`config.mk`:
```
export PLATFORM = sky130hd
export DESIGN_NAME = async_bus_master
export DESIGN_NICKNAME = d
export VERILOG_FILES = /design/src/rtl/bm_pkg.sv /design/src/rtl/bm_sync2.sv /design/src/rtl/bm_dtack_gen.sv /design/src/rtl/async_bus_master.sv
export SDC_FILE = /design/constraint.sdc
export NUM_CORES = 1
export LEC_CHECK = 0
export ABC_AREA = 1
export ABC_CLOCK_PERIOD_IN_PS = 5000
export BUFFER_PORTS_ARGS = -buffer_cell sky130_fd_sc_hd__buf_2
export CAP_MARGIN = 20
export CORE_AREA = 8 8 104 106
export CTS_BUF_LIST = sky130_fd_sc_hd__clkbuf_4 sky130_fd_sc_hd__clkbuf_8
export DETAILED_ROUTE_END_ITERATION = 10
export DIE_AREA = 0 0 112 114
export PLACE_DENSITY_LB_ADDON = 0.25
export SLEW_MARGIN = 20
export SYNTH_ARGS = -nofsm -noshare
export SYNTH_HDL_FRONTEND = slang
export SYNTH_SLANG_ARGS = --single-unit
```
`constraint.sdc`:
```
create_clock -name clk -period 5 [get_ports clk]
set_clock_uncertainty 0.1 [all_clocks]
set_input_delay 0 -clock clk [delete_from_list [all_inputs] [get_ports clk]]
set_output_delay 0 -clock clk [all_outputs]
set_load 0.01 [all_outputs]
```
`src/rtl/bm_pkg.sv`:
```
package bm_pkg;
    typedef enum logic [2:0] {
        S_IDLE = 3'd0,
        S_ADDR = 3'd1,
        S_AS   = 3'd2,
        S_DS   = 3'd3,
        S_END  = 3'd4,
        S_ERR  = 3'd5
    } bm_state_t;
endpackage

```
`src/rtl/bm_sync2.sv`:
```
module bm_sync2 #(
    parameter logic RST_VAL = 1'b1
) (
    input  logic clk,
    input  logic rst_n,
    input  logic d,
    output logic q
);
    logic meta;

    always_ff @(posedge clk or negedge rst_n) begin
        if (!rst_n) begin
            meta <= RST_VAL;
            q    <= RST_VAL;
        end else begin
            meta <= d;
            q    <= meta;
        end
    end
endmodule

```
`src/rtl/bm_dtack_gen.sv`:
```
module bm_dtack_gen #(
    parameter int ADDR_W = 24,
    parameter int WAIT_W = 4
) (
    input  logic              clk,
    input  logic              rst_n,
    input  logic              run,
    input  logic [ADDR_W-1:0] addr,
    input  logic [ADDR_W-1:0] lo,
    input  logic [ADDR_W-1:0] hi,
    input  logic [WAIT_W-1:0] wait_cfg,
    output logic              hit,
    output logic              ack
);
    logic [WAIT_W-1:0] cnt;

    // counts clocks since strobe assertion, holding at the programmed limit
    always_ff @(posedge clk or negedge rst_n) begin
        if (!rst_n)               cnt <= '0;
        else if (!run)            cnt <= '0;
        else if (cnt != wait_cfg) cnt <= cnt + 1'b1;
    end

    assign hit = (addr >= lo) && (addr <= hi);
    assign ack = run && hit && (cnt == wait_cfg);
endmodule

```
`src/rtl/async_bus_master.sv`:
```
module async_bus_master
    import bm_pkg::*;
#(
    parameter int ADDR_W = 24,
    parameter int LANE_W = 8,
    parameter int WAIT_W = 4
) (
    input  logic                clk,
    input  logic                rst_n,
    input  logic                width16_i,
    input  logic                master_i,
    input  logic                req_valid_i,
    input  logic                req_write_i,
    input  logic [ADDR_W-1:0]   req_addr_i,
    input  logic [2*LANE_W-1:0] req_wdata_i,
    input  logic [1:0]          req_be_i,
    output logic                done_o,
    output logic                err_o,
    output logic [2*LANE_W-1:0] rdata_o,
    input  logic [ADDR_W-1:0]   cs_lo_i,
    input  logic [ADDR_W-1:0]   cs_hi_i,
    input  logic [WAIT_W-1:0]   cs_wait_i,
    output logic [ADDR_W-2:0]   bus_addr_o,
    input  logic [ADDR_W-2:0]   bus_addr_i,
    output logic                bus_addr_oe_o,
    output logic                as_n_o,
    input  logic                as_n_i,
    output logic                rw_o,
    output logic                uds_a0_o,
    output logic                lds_ds_o,
    output logic                ctl_oe_o,
    output logic [2*LANE_W-1:0] data_o,
    input  logic [2*LANE_W-1:0] data_i,
    output logic                data_oe_o,
    output logic                dtack_n_o,
    input  logic                dtack_n_i,
    output logic                dtack_oe_o
);
    localparam int DW = 2 * LANE_W;

    bm_state_t         state, nxt;
    logic              r_write;
    logic [ADDR_W-1:0] r_addr;
    logic [DW-1:0]     r_wdata;
    logic [1:0]        r_be;
    logic              reject, accept, ack, ext_ack_n;
    logic              own_run, ext_run, cs_run, cs_hit, cs_ack;
    logic [ADDR_W-1:0] cs_addr;
    logic [DW-1:0]     rd_masked;

    assign accept = req_valid_i && master_i;
    assign reject = (req_be_i == 2'b00) || (!width16_i && req_be_i == 2'b11);

    // acknowledge sources
    bm_sync2 #(.RST_VAL(1'b1)) u_sync (
        .clk(clk), .rst_n(rst_n), .d(dtack_n_i), .q(ext_ack_n)
    );

    assign own_run = (state == S_DS);
    assign ext_run = !master_i && (state == S_IDLE) && !as_n_i;
    assign cs_run  = own_run || ext_run;
    assign cs_addr = own_run ? r_addr : {bus_addr_i, 1'b0};

    bm_dtack_gen #(.ADDR_W(ADDR_W), .WAIT_W(WAIT_W)) u_dtack (
        .clk(clk), .rst_n(rst_n), .run(cs_run), .addr(cs_addr),
        .lo(cs_lo_i), .hi(cs_hi_i), .wait_cfg(cs_wait_i),
        .hit(cs_hit), .ack(cs_ack)
    );

    assign ack = cs_ack || !ext_ack_n;

    // state register
    always_ff @(posedge clk or negedge rst_n) begin
        if (!rst_n) state <= S_IDLE;
        else        state <= nxt;
    end

    always_comb begin
        nxt = state;
        unique case (state)
            S_IDLE:  if (accept) nxt = reject ? S_ERR : S_ADDR;
            S_ADDR:  nxt = S_AS;
            S_AS:    nxt = S_DS;
            S_DS:    if (ack) nxt = S_END;
            S_END:   nxt = S_IDLE;
            S_ERR:   nxt = S_IDLE;
            default: nxt = S_IDLE;
        endcase
    end

    // request capture and read data latch
    assign rd_masked = width16_i ?
        { (r_be[1] ? data_i[DW-1:LANE_W] : {LANE_W{1'b0}}),
          (r_be[0] ? data_i[LANE_W-1:0]  : {LANE_W{1'b0}}) } :
        { {LANE_W{1'b0}}, data_i[LANE_W-1:0] };

    always_ff @(posedge clk or negedge rst_n) begin
        if (!rst_n) begin
            r_write <= 1'b0;
            r_addr  <= '0;
            r_wdata <= '0;
            r_be    <= '0;
            rdata_o <= '0;
        end else begin
            if (state == S_IDLE && accept) begin
                r_write <= req_write_i;
                r_addr  <= req_addr_i;
                r_wdata <= req_wdata_i;
                r_be    <= req_be_i;
            end
            if (state == S_DS && ack && !r_write) rdata_o <= rd_masked;
        end
    end

    // outputs
    always_comb begin
        bus_addr_o    = r_addr[ADDR_W-1:1];
        data_o        = r_wdata;
        bus_addr_oe_o = 1'b0;
        ctl_oe_o      = 1'b0;
        data_oe_o     = 1'b0;
        as_n_o        = 1'b1;
        rw_o          = 1'b1;
        uds_a0_o      = 1'b1;
        lds_ds_o      = 1'b1;
        done_o        = 1'b0;
        err_o         = 1'b0;
        unique case (state)
            S_IDLE: ;
            S_ADDR, S_AS, S_DS, S_END: begin
                bus_addr_oe_o = 1'b1;
                ctl_oe_o      = 1'b1;
                data_oe_o     = r_write;
                rw_o          = !r_write;
                if (!width16_i) uds_a0_o = r_addr[0];
                if (state == S_AS || state == S_DS) as_n_o = 1'b0;
                if (state == S_DS) begin
                    if (width16_i) begin
                        uds_a0_o = !r_be[1];
                        lds_ds_o = !r_be[0];
                    end else begin
                        lds_ds_o = 1'b0;
                    end
                end
                if (state == S_END) done_o = 1'b1;
            end
            S_ERR: begin
                done_o = 1'b1;
                err_o  = 1'b1;
            end
            default: ;
        endcase
    end

    assign dtack_oe_o = cs_run && cs_hit;
    assign dtack_n_o  = !cs_ack;
endmodule

```
==> results.cfg, run 1 <==
[yosys]
yosysSeqAreaShare_pct = 36.2
synth_seq_cells = 68
ys_async_sr_fraction_pct = 100
synth_area_per_cell_um2 = 8.01
synth_net_count = 778
synth-warning-count = 0
netlist_top_cells_area = sky130_fd_sc_hd__dfrtp_1 35%, sky130_fd_sc_hd__nand2_1 14%, sky130_fd_sc_hd__ha_1 13%
synth_largest_area_cell = sky130_fd_sc_hd__dfrtp_1
post_synthesis_cell_type_count = 32
synth.cell_area_um2 = 4710
synth_flop_cell = sky130_fd_sc_hd__dfrtp_1
syn_inst = 588
synth_top_cell_area_share_pct = 35.1
synth_enable_flop_cells = 0

[setup_path]
endpoint_kind = flop
timing.critical_path.fanout_max = 28
critical_path.most_common_cell = sky130_fd_sc_hd__nand2_1
crit_slowest_cell = sky130_fd_sc_hd__nor3_4
cp_data_arrival_time_ns = 3.80
path_class = flop to flop
timing.critical_path.cells = nor3_4, buf_4, inv_2, nand2_1, nand2_1, ha_1, nand2_1, nor2_1, nand2_1, nor2_1, nand3_1, nor2_1, nor2_1, nor2_4, nand3_4, nand2_4, nand2_4, nand2_1, nand2_1
max_stage_delay_ns = 0.49
start_kind = flop
critical_path_required_ns = 5.13

[grt]
grt_antenna_before_repair = 0
grt_usage_pct = 23.3
grt.busiest_layer = met2
met3_track_demand_over_resource_pct = 8.45
globalRouteMet2Util_pct = 41.0
met1_usage_pct = 25.4
grt_max_degree = 69
grt_pass1_wl_um = 24500
first_global_vias = 5236
total_gr_overflow = 0

[detailed_routing]
num_vias = 4712
vias_per_cell = 4.94
post-route-drc-count = 0
wl_um = 14700
routedWlPerCell_um = 15.5
drtIter0Drc = 209
drt.antenna.violating_nets = 0
firstDrtPassIters = 5

[floorplan]
design.portCount = 207
core-area_um2 = 9110
die_area_um2 = 12800
start_util_pct = 51.7
die_extent_in_x_um = 112
die_y_um = 114
std_cell_rows = 35

[cells_and_area]
final_common_cell = sky130_fd_sc_hd__buf_2
final_net_count = 1027
areaGrowthSynthToFinish_pct = 37.9
most-common-layout-cells = 206 x sky130_fd_sc_hd__buf_2, 175 x sky130_fd_sc_hd__nand2_1, 94 x sky130_fd_sc_hd__inv_1
antenna_cells = 0
fraction_of_final_layout_cells_with_drive_strength_greater_than_1_pct = 33.5

[timing]
final-hold-violation-count = 0
worst_max_slew_pin_slew_ns = 0.885
final-max-slew-violation-count = 0
min_period_ns = 3.67
fmax_mhz = 273
final.setup.tns_ns = 0
timing.final.setup_violations = 0
max_slew_margin_pct = 41.0
rsz0062_at_grt = no
period_share_pct = 73.4

[power]
vdd.ir_drop.worst_mv = 0.273
p_leak_nw = 3.87
p_per_area_nw_per_um2 = 440
power_mw = 2.85

[cts]
clk-insertion-delay-late_ns = 0.34
clock_tree.root_cell = sky130_fd_sc_hd__clkbuf_8
clock-sinks = 68
cts-htree-levels = 3
cts-buffers-inserted = 9
cts_hold_buf = 65
post_cts_setup_driven_buffer_insertion_count = 0
tritoncts = built
cts_resized = 0
cts_buffer_depth = 2
clk_pin_slew_ns = 0.08

[job]
maxCapViolations = 0

[placement]
place.detailed.hpwl_um = 10700
io_buffer_count = 206
finalWeightedCongestion = 0.816

[run_status]
status = completed

[min_path]
timing.hold.worst.class = input pin to flop
-- where the power goes --
part / switching, mW / internal (mW)
combinational: 0.834 / 0.645
sequential: 0.164 / 0.785
clock: 0.236 / 0.190
total: 1.23 / 1.62
-- cell families after synthesis --
group / share of synthesized area [%]
mux: 10.3
buf+inv: 12.9
compound gates: 4.36
xor+xnor: 0.744
fa+ha+maj: 13.0
flops: 36.2
simple gates: 22.5
-- cell usage after synthesis (2+ instances only) --
cell                       number
sky130_fd_sc_hd__nand2_1      176
sky130_fd_sc_hd__mux2_2        43
sky130_fd_sc_hd__nand3_1       27
sky130_fd_sc_hd__buf_2          4
sky130_fd_sc_hd__nand4_1        3
sky130_fd_sc_hd__buf_4         25
sky130_fd_sc_hd__a21o_1         2
sky130_fd_sc_hd__inv_1         94
sky130_fd_sc_hd__dfstp_2        2
sky130_fd_sc_hd__nand2_4        2
sky130_fd_sc_hd__nor2_1        41
sky130_fd_sc_hd__ha_1          49
sky130_fd_sc_hd__clkbuf_1       5
sky130_fd_sc_hd__dfrtp_1       66
sky130_fd_sc_hd__xor2_1         3
sky130_fd_sc_hd__inv_2          4
sky130_fd_sc_hd__a21oi_1       21
sky130_fd_sc_hd__o21ai_0        7
-- registers in the layout, indices dropped and copies added (netlist names) --
name         cells
data_o          16
u_dtack.cnt      4
state            3
rdata_o         16
r_be             2
u_sync.meta      1
r_write          1
u_sync.q         1
r_addr          24
-- path summary, 6_finish.rpt --
path                                   to         start  cells past startpoint  slack (ns)
setup / recovery               rdata_o[1]      state[2]                     19        1.33
hold / removal             u_dtack.cnt[0]  cs_wait_i[3]                      6        0.06
setup reg to reg               rdata_o[1]      state[2]                     19        1.33
hold reg to reg                  u_sync.q   u_sync.meta                      0        0.27
max in group asynchronous  u_dtack.cnt[1]         rst_n                      3        3.92
min in group asynchronous      data_o[11]         rst_n                      3        0.29
-- per-stage QoR --
stage / setup slack (ns) / util, % / std cells / hold slack (ns) / area (um^2)
2_1_floorplan: 2.10 / - / 588 / -0.396 / 4710
3_3_place_gp: 1.56 / 62.1 / 872 / 0.0216 / 5660
3_5_place_dp: 1.35 / 62.1 / 872 / 0.0246 / 5660
4_1_cts: 1.36 / 71.2 / 953 / 0.0442 / 6490
5_1_grt: 0.949 / 71.3 / 953 / 0.135 / 6490
6_report: 1.33 / 71.3 / 953 / 0.0573 / 6490
-- per-layer routing --
metal | wire (um) | vias up
met4 | 367 | 0
met2 | 7050 | 211
met1 | 5890 | 2155
met3 | 1440 | 29
li1 | - | 2317
met5 | 0 | -
-- final cells by class --
type	instances	area, um^2
fill	710	2620
multi-input combinational	387	2400
sequential	68	1700
timing repair buffer	273	1700
inverter	98	368
tap	111	139
clock buffer	10	131
clock inverter	6	47.5
-- worst max-delay path, delay by kind of cell, from the launching register on --
kind | cells | cell delay [ns]
fa+ha+maj | 1 | 0.32
flops | 1 | 0.45
simple gates | 16 | 2.08
buf+inv | 2 | 0.59
Note: power is estimated with default switching activity, not from simulation.
==> run 2, diff against run 1 <==
ABC_CLOCK_PERIOD_IN_PS = 3700   (was 5000)
CORE_AREA = 8 8 107 109   (was 8 8 104 106)
DIE_AREA = 0 0 115 117   (was 0 0 112 114)
clock period = 3.7 ns   (was 5 ns; I/O delays follow)
==> run 2 against run 1 <==
Effect of this change: global-route usage decreased by 0.79 points; hold slack got worse by 0.011 ns; sequential share of layout area decreased by 0.32 points; wire length decreased by 0.30%; clock power increased by 68%; die area increased by 5.4%; critical endpoint is now rdata_o[11].
==> results.cfg, run 2 (synthesized netlist as in run 1, its figures left out) <==
[run_status]
status = completed

[floorplan]
std_cell_rows = 37
start_util_pct = 47.5
die_area_um2 = 13500
core-area_um2 = 9910
die_extent_in_x_um = 115
die_y_um = 117
design.portCount = 207

[timing]
period_share_pct = 83.6
final-max-slew-violation-count = 0
worst_max_slew_pin_slew_ns = 0.683
fmax_mhz = 323
rsz0062_at_grt = no
timing.final.setup_violations = 0
max_slew_margin_pct = 54.4
min_period_ns = 3.09
final-hold-violation-count = 0
final.setup.tns_ns = 0

[setup_path]
critical_path.most_common_cell = sky130_fd_sc_hd__nand2_1
timing.critical_path.fanout_max = 28
timing.critical_path.cells = nor3_4, inv_2, nand2_1, nand2_1, ha_1, nand2_1, nor2_1, nand4_1, nor2_1, nand3_1, nand2_1, nand3_4, nand2_4, nand2_4, nand2_1, nand2_1
r2r-end = rdata_o[11]
endpoint_kind = flop
critical_path_required_ns = 3.86
timing.critical_path.max_delay_family = simple AND/OR/NAND/NOR gates
path_class = flop to flop
timing.critical_path.buf_inv = 1
rr_startpoint = state[2]
cp_data_arrival_time_ns = 3.25
crit_slowest_cell = sky130_fd_sc_hd__dfrtp_1
ff2ff_setup_slack_ns = 0.61
ff2ff_path_depth = 16
max_stage_delay_ns = 0.45
start_kind = flop

[placement]
place.detailed.hpwl_um = 10800
io_buffer_count = 206
finalWeightedCongestion = 0.802

[detailed_routing]
wl_um = 14700
drt.antenna.violating_nets = 0
num_vias = 4724
post-route-drc-count = 0
firstDrtPassIters = 7
routedWlPerCell_um = 15.0
vias_per_cell = 4.83
drtIter0Drc = 202

[cts]
clk_pin_slew_ns = 0.08
cts_buffer_depth = 2
cts-htree-levels = 3
clock-sinks = 68
tritoncts = built
clk-insertion-delay-late_ns = 0.36
cts_resized = 0
clock_tree.root_cell = sky130_fd_sc_hd__clkbuf_8
cts-buffers-inserted = 9

[cells_and_area]
final_net_count = 1027
max_flop_register = r_addr
fraction_of_final_layout_cells_with_drive_strength_greater_than_1_pct = 33.5
final_common_cell = sky130_fd_sc_hd__buf_2
most-common-layout-cells = 205 x sky130_fd_sc_hd__buf_2, 175 x sky130_fd_sc_hd__nand2_1, 94 x sky130_fd_sc_hd__inv_1
largest_reg_flops = 24
fill_cells = 847
areaGrowthSynthToFinish_pct = 39.6

[power]
pwr-share-clk_pct = 18.0
power_mw = 3.97
p_leak_nw = 3.89
p_int_mw = 2.32
vdd.ir_drop.worst_mv = 0.376
p_per_area_nw_per_um2 = 604
swShare_pct = 41.6
power.sequential.fraction_pct = 32.0
net-switching-power_mw = 1.65
combPwrFrac_pct = 50.0

[grt]
first_global_vias = 5113
grt_usage_pct = 22.5
grt_max_degree = 44
grt_antenna_before_repair = 0
total_gr_overflow = 0
grt_pass1_wl_um = 23900

[min_path]
timing.hold.worst.class = input pin to flop
worst_hold_startpoint = cs_wait_i[1]
min_to = u_dtack.cnt[0]
worst_hold_path.num_cells = 6

[job]
maxCapViolations = 0
[run 2: cell count changes in the layout (fill, tap and decap cells not counted), sizes merged]
cell / change
bufinv: +2
clkbuf: -1
inv: -1
diode: +1
[run 2: layer usage]
layer	vias up	global-route usage, %	share of wire [%]
met4	0	9.81	1.9
met5	-	0	0
met3	23	8.16	10
li1	2319	-	-
met1	2187	23.9	39
met2	195	39.7	49
[run 2: area by class of cell]
type                            count  area (um^2)  area share, %
Timing Repair Buffer              273         1700           25.9
Inverter                           98          368           5.60
Tap cell                          136          170           2.59
Clock inverter                      7         98.8           1.50
Clock buffer                        9          124           1.88
Sequential cell                    68         1700           25.9
Antenna cell                        1         2.50         0.0381
Multi-Input combinational cell    387         2400           36.6
[run 2: what timing repair did]
| action | CTS | global route |
|---|---|---|
| hold endpoints to repair | 108 | 0 |
| buffers inserted | 0 | 0 |
| endpoints found under the setup margin | 0 | 0 |
| hold buffers | 65 | 0 |
[run 2: through the flow]
step	area (um^2)	setup slack, ns	std cells	hold WS [ns]	utilization [%]
floorplan	4710	0.801	588	-0.396	-
global placement	5690	0.757	897	0.0165	57.4
detailed placement	5690	0.607	897	0.0102	57.4
CTS	6560	0.609	978	0.0181	66.2
global route	6570	0.280	978	0.0776	66.3
finish	6570	0.607	979	0.0460	66.3
[run 2: worst max-delay path by stage]
stage               cells past startpoint          end      from
floorplan                              20   rdata_o[0]  state[2]
global placement                       16  rdata_o[11]  state[2]
detailed placement                     16   rdata_o[3]  state[2]
CTS                                    14   dtack_oe_o  state[2]
global route                           16  rdata_o[15]  state[2]
finish                                 16  rdata_o[11]  state[2]
[run 2: worst register-to-register path, cell delays in order (launching register included)]
cell and delay, ns:
sky130_fd_sc_hd__dfrtp_1 0.45, sky130_fd_sc_hd__nor3_4 0.22, sky130_fd_sc_hd__inv_2 0.25, sky130_fd_sc_hd__nand2_1 0.14, sky130_fd_sc_hd__nand2_1 0.09, sky130_fd_sc_hd__ha_1 0.30, sky130_fd_sc_hd__nand2_1 0.07, sky130_fd_sc_hd__nor2_1 0.18
sky130_fd_sc_hd__nand4_1 0.17, sky130_fd_sc_hd__nor2_1 0.17, sky130_fd_sc_hd__nand3_1 0.08, sky130_fd_sc_hd__nand2_1 0.14, sky130_fd_sc_hd__nand3_4 0.11, sky130_fd_sc_hd__nand2_4 0.18, sky130_fd_sc_hd__nand2_4 0.16, sky130_fd_sc_hd__nand2_1 0.12
sky130_fd_sc_hd__nand2_1 0.05
[run 2: power groups by stage]
stage	registers, mW	clock network, mW	logic (mW)
finish	1.27	0.715	1.98
global route	1.31	0.754	2.23
CTS	1.27	0.729	1.99
detailed placement	1.28	0	1.93
global placement	1.26	0	1.86
floorplan	1.31	0	1.35
==> run 3, diff against run 2 <==
ABC_CLOCK_PERIOD_IN_PS = 2850   (was 3700)
clock period = 2.85 ns   (was 3.7 ns; I/O delays follow)
==> run 3 against run 2 <==
Effect of this change: final area rose by 9.6%; clock power grew 13%; sequential share of layout area decreased by 2.3 points; total power rose by 41%; cell count rose by 1.5%; wire length increased by 7.5%; flip-flop and latch count did not move; register-to-register slack worse by 0.60 ns; first-iteration DRC count decreased by 12%; largest power group unchanged; highest routed layer is now met5.
==> results.cfg, run 3 (synthesized netlist as in run 1, its figures left out) <==
[run_status]
status = completed

[grt]
total_gr_overflow = 0
grt_max_degree = 34
grt_antenna_before_repair = 2
first_global_vias = 5124
grt_usage_pct = 22.5
grt_pass1_wl_um = 23900

[timing]
final-hold-violation-count = 0
holdWs_ns = 0.0700
timing.final.setup_violations = 0
worst_max_slew_pin_slew_ns = 1.05
min_period_ns = 2.84
max_slew_margin_pct = 30.2
final.setup.tns_ns = 0
period_share_pct = 99.7
fmax_mhz = 352
rsz0062_at_grt = yes
final-max-slew-violation-count = 0

[power]
vdd.ir_drop.worst_mv = 0.502
p_int_mw = 3.24
power_mw = 5.60
p_leak_nw = 4.01
power.sequential.fraction_pct = 29.7
p_per_area_nw_per_um2 = 778
net-switching-power_mw = 2.36
swShare_pct = 42.2
pwr-share-clk_pct = 14.5
combPwrFrac_pct = 55.8

[detailed_routing]
routedWlPerCell_um = 15.9
drt.antenna.violating_nets = 0
drtIter0Drc = 177
vias_per_cell = 4.87
num_vias = 4837
wl_um = 15800
firstDrtPassIters = 4
post-route-drc-count = 0

[setup_path]
path_class = flop to flop
timing.critical_path.cells = inv_2, nor3_4, buf_12, inv_8, nand2_2, nand2_2, ha_1, nand2_1, nor2_1, nand2_1, nor2_1, nand3_1, nor2_2, nor2_2, nor2_4, nand3_4, nand2_8, clkbuf_16, nand3_1, nand2_1
timing.critical_path.max_delay_family = simple AND/OR/NAND/NOR gates
start_kind = flop
crit_slowest_cell = sky130_fd_sc_hd__dfrtp_1
timing.critical_path.fanout_max = 12
timing.critical_path.buf_inv = 4
critical_path_required_ns = 3.03
endpoint_kind = flop
critical_path.most_common_cell = sky130_fd_sc_hd__nand2_1
max_stage_delay_ns = 0.38
cp_data_arrival_time_ns = 3.02

[floorplan]
die_extent_in_x_um = 115
die_area_um2 = 13500
design.portCount = 207
die_y_um = 117
core-area_um2 = 9910
start_util_pct = 47.5
std_cell_rows = 37

[placement]
place.detailed.hpwl_um = 10800
placement.cell_area_um2 = 5750
io_buffer_count = 206
dpl.cell_count = 903
finalWeightedCongestion = 0.840

[cells_and_area]
stdcell_area_um2 = 7200
fill_cells = 789
final_common_cell = sky130_fd_sc_hd__buf_2
fraction_of_final_layout_cells_with_drive_strength_greater_than_1_pct = 42.3
largest_reg_flops = 24
most-common-layout-cells = 205 x sky130_fd_sc_hd__buf_2, 141 x sky130_fd_sc_hd__nand2_1, 94 x sky130_fd_sc_hd__inv_1
combined_area_of_the_multi_input_logic_cells_um2 = 2830
seq_area_um2 = 1700
final_net_count = 1044
final_cells = 994
max_flop_register = r_addr
areaGrowthSynthToFinish_pct = 53.0
antenna_cells = 0

[job]
maxCapViolations = 0

[cts]
cts_buffer_depth = 2
clk-insertion-delay-late_ns = 0.35
clk_pin_slew_ns = 0.07
cts-htree-levels = 3
tritoncts = built
clock_tree.root_cell = sky130_fd_sc_hd__clkbuf_8
cts-buffers-inserted = 9
clock-sinks = 68

[min_path]
timing.hold.worst.class = input pin to flop
run 3: changes by cell type in the layout (fill, tap and decap cells not counted), moves of 5 or more:
| cell | before | now |
|---|---|---|
| sky130_fd_sc_hd__buf_4 | 3 | 10 |
| sky130_fd_sc_hd__ha_1 | 49 | 33 |
| sky130_fd_sc_hd__ha_4 | 0 | 16 |
| sky130_fd_sc_hd__nand2_1 | 175 | 141 |
| sky130_fd_sc_hd__nand2_2 | 0 | 27 |
| sky130_fd_sc_hd__nand2_4 | 3 | 8 |
| sky130_fd_sc_hd__nor2_1 | 41 | 34 |
| sky130_fd_sc_hd__nor2_2 | 1 | 6 |
run 3: path summary, 6_finish.rpt:
| check | end | slack (ns) | cells after the start | startpoint |
|---|---|---|---|---|
| max in group asynchronous | data_o[3] | 1.57 | 3 | rst_n |
| worst max-delay path | rdata_o[14] | 0.008 | 20 | state[0] |
| min in group asynchronous | data_o[13] | 0.11 | 3 | rst_n |
| worst min register to register | u_sync.q | 0.26 | 0 | u_sync.meta |
| worst min-delay path | u_dtack.cnt[2] | 0.07 | 6 | cs_wait_i[3] |
| worst max register to register | rdata_o[14] | 0.008 | 20 | state[0] |
run 3: worst register-to-register path, cell delays in order (launching register included):
cell	delay, ns
sky130_fd_sc_hd__dfrtp_1	0.38
sky130_fd_sc_hd__inv_2	0.06
sky130_fd_sc_hd__nor3_4	0.21
sky130_fd_sc_hd__buf_12	0.18
sky130_fd_sc_hd__inv_8	0.07
sky130_fd_sc_hd__nand2_2	0.06
sky130_fd_sc_hd__nand2_2	0.06
sky130_fd_sc_hd__ha_1	0.31
sky130_fd_sc_hd__nand2_1	0.08
sky130_fd_sc_hd__nor2_1	0.09
sky130_fd_sc_hd__nand2_1	0.08
sky130_fd_sc_hd__nor2_1	0.10
sky130_fd_sc_hd__nand3_1	0.09
sky130_fd_sc_hd__nor2_2	0.12
sky130_fd_sc_hd__nor2_2	0.05
sky130_fd_sc_hd__nor2_4	0.10
sky130_fd_sc_hd__nand3_4	0.12
sky130_fd_sc_hd__nand2_8	0.15
sky130_fd_sc_hd__clkbuf_16	0.16
sky130_fd_sc_hd__nand3_1	0.07
sky130_fd_sc_hd__nand2_1	0.11
run 3: layer usage:
metal | GRT usage (%) | routed length [um] | share of wire (%)
met3 | 7.90 | 1500 | 9.5
met1 | 23.7 | 6010 | 38
met4 | 7.62 | 302 | 1.9
met2 | 41.0 | 7970 | 50
met5 | 0 | 27 | 0.17
run 3: area by class of cell:
cell class | count | share of cell area [%]
multi-input cells | 388 | 39.3
repair buffers | 288 | 26.6
flip-flops and latches | 68 | 23.7
inverters | 98 | 5.28
well taps | 136 | 2.36
clock buffers | 11 | 1.93
clock inverters | 4 | 0.713
repair inverters | 1 | 0.156
run 3: what timing repair did:
action,4_1_cts,5_1_grt
hold endpoints to repair,132,0
endpoints found under the setup margin,18,20
cloned,1,4
buffers inserted,1,4
hold buffers,66,0
pin swaps,5,26
resized for setup,11,84
run 3: power groups by stage:
stage | Clock [mW] | Sequential (mW) | Combinational [mW]
floorplan | 0 | 1.70 | 1.75
global placement | 0 | 1.65 | 2.45
detailed placement | 0 | 1.66 | 2.52
CTS | 0.830 | 1.65 | 2.70
global route | 0.865 | 1.72 | 3.45
finish | 0.811 | 1.66 | 3.13
run 3: through the flow:
stage / setup slack (ns) / utilization (%)
after floorplan: 0.00388 / -
after global placement: 0.0285 / 58.0
after detailed placement: -0.104 / 58.0
after CTS: 0.000205 / 67.3
after global routing: -0.184 / 72.7
final: 0.00783 / 72.7
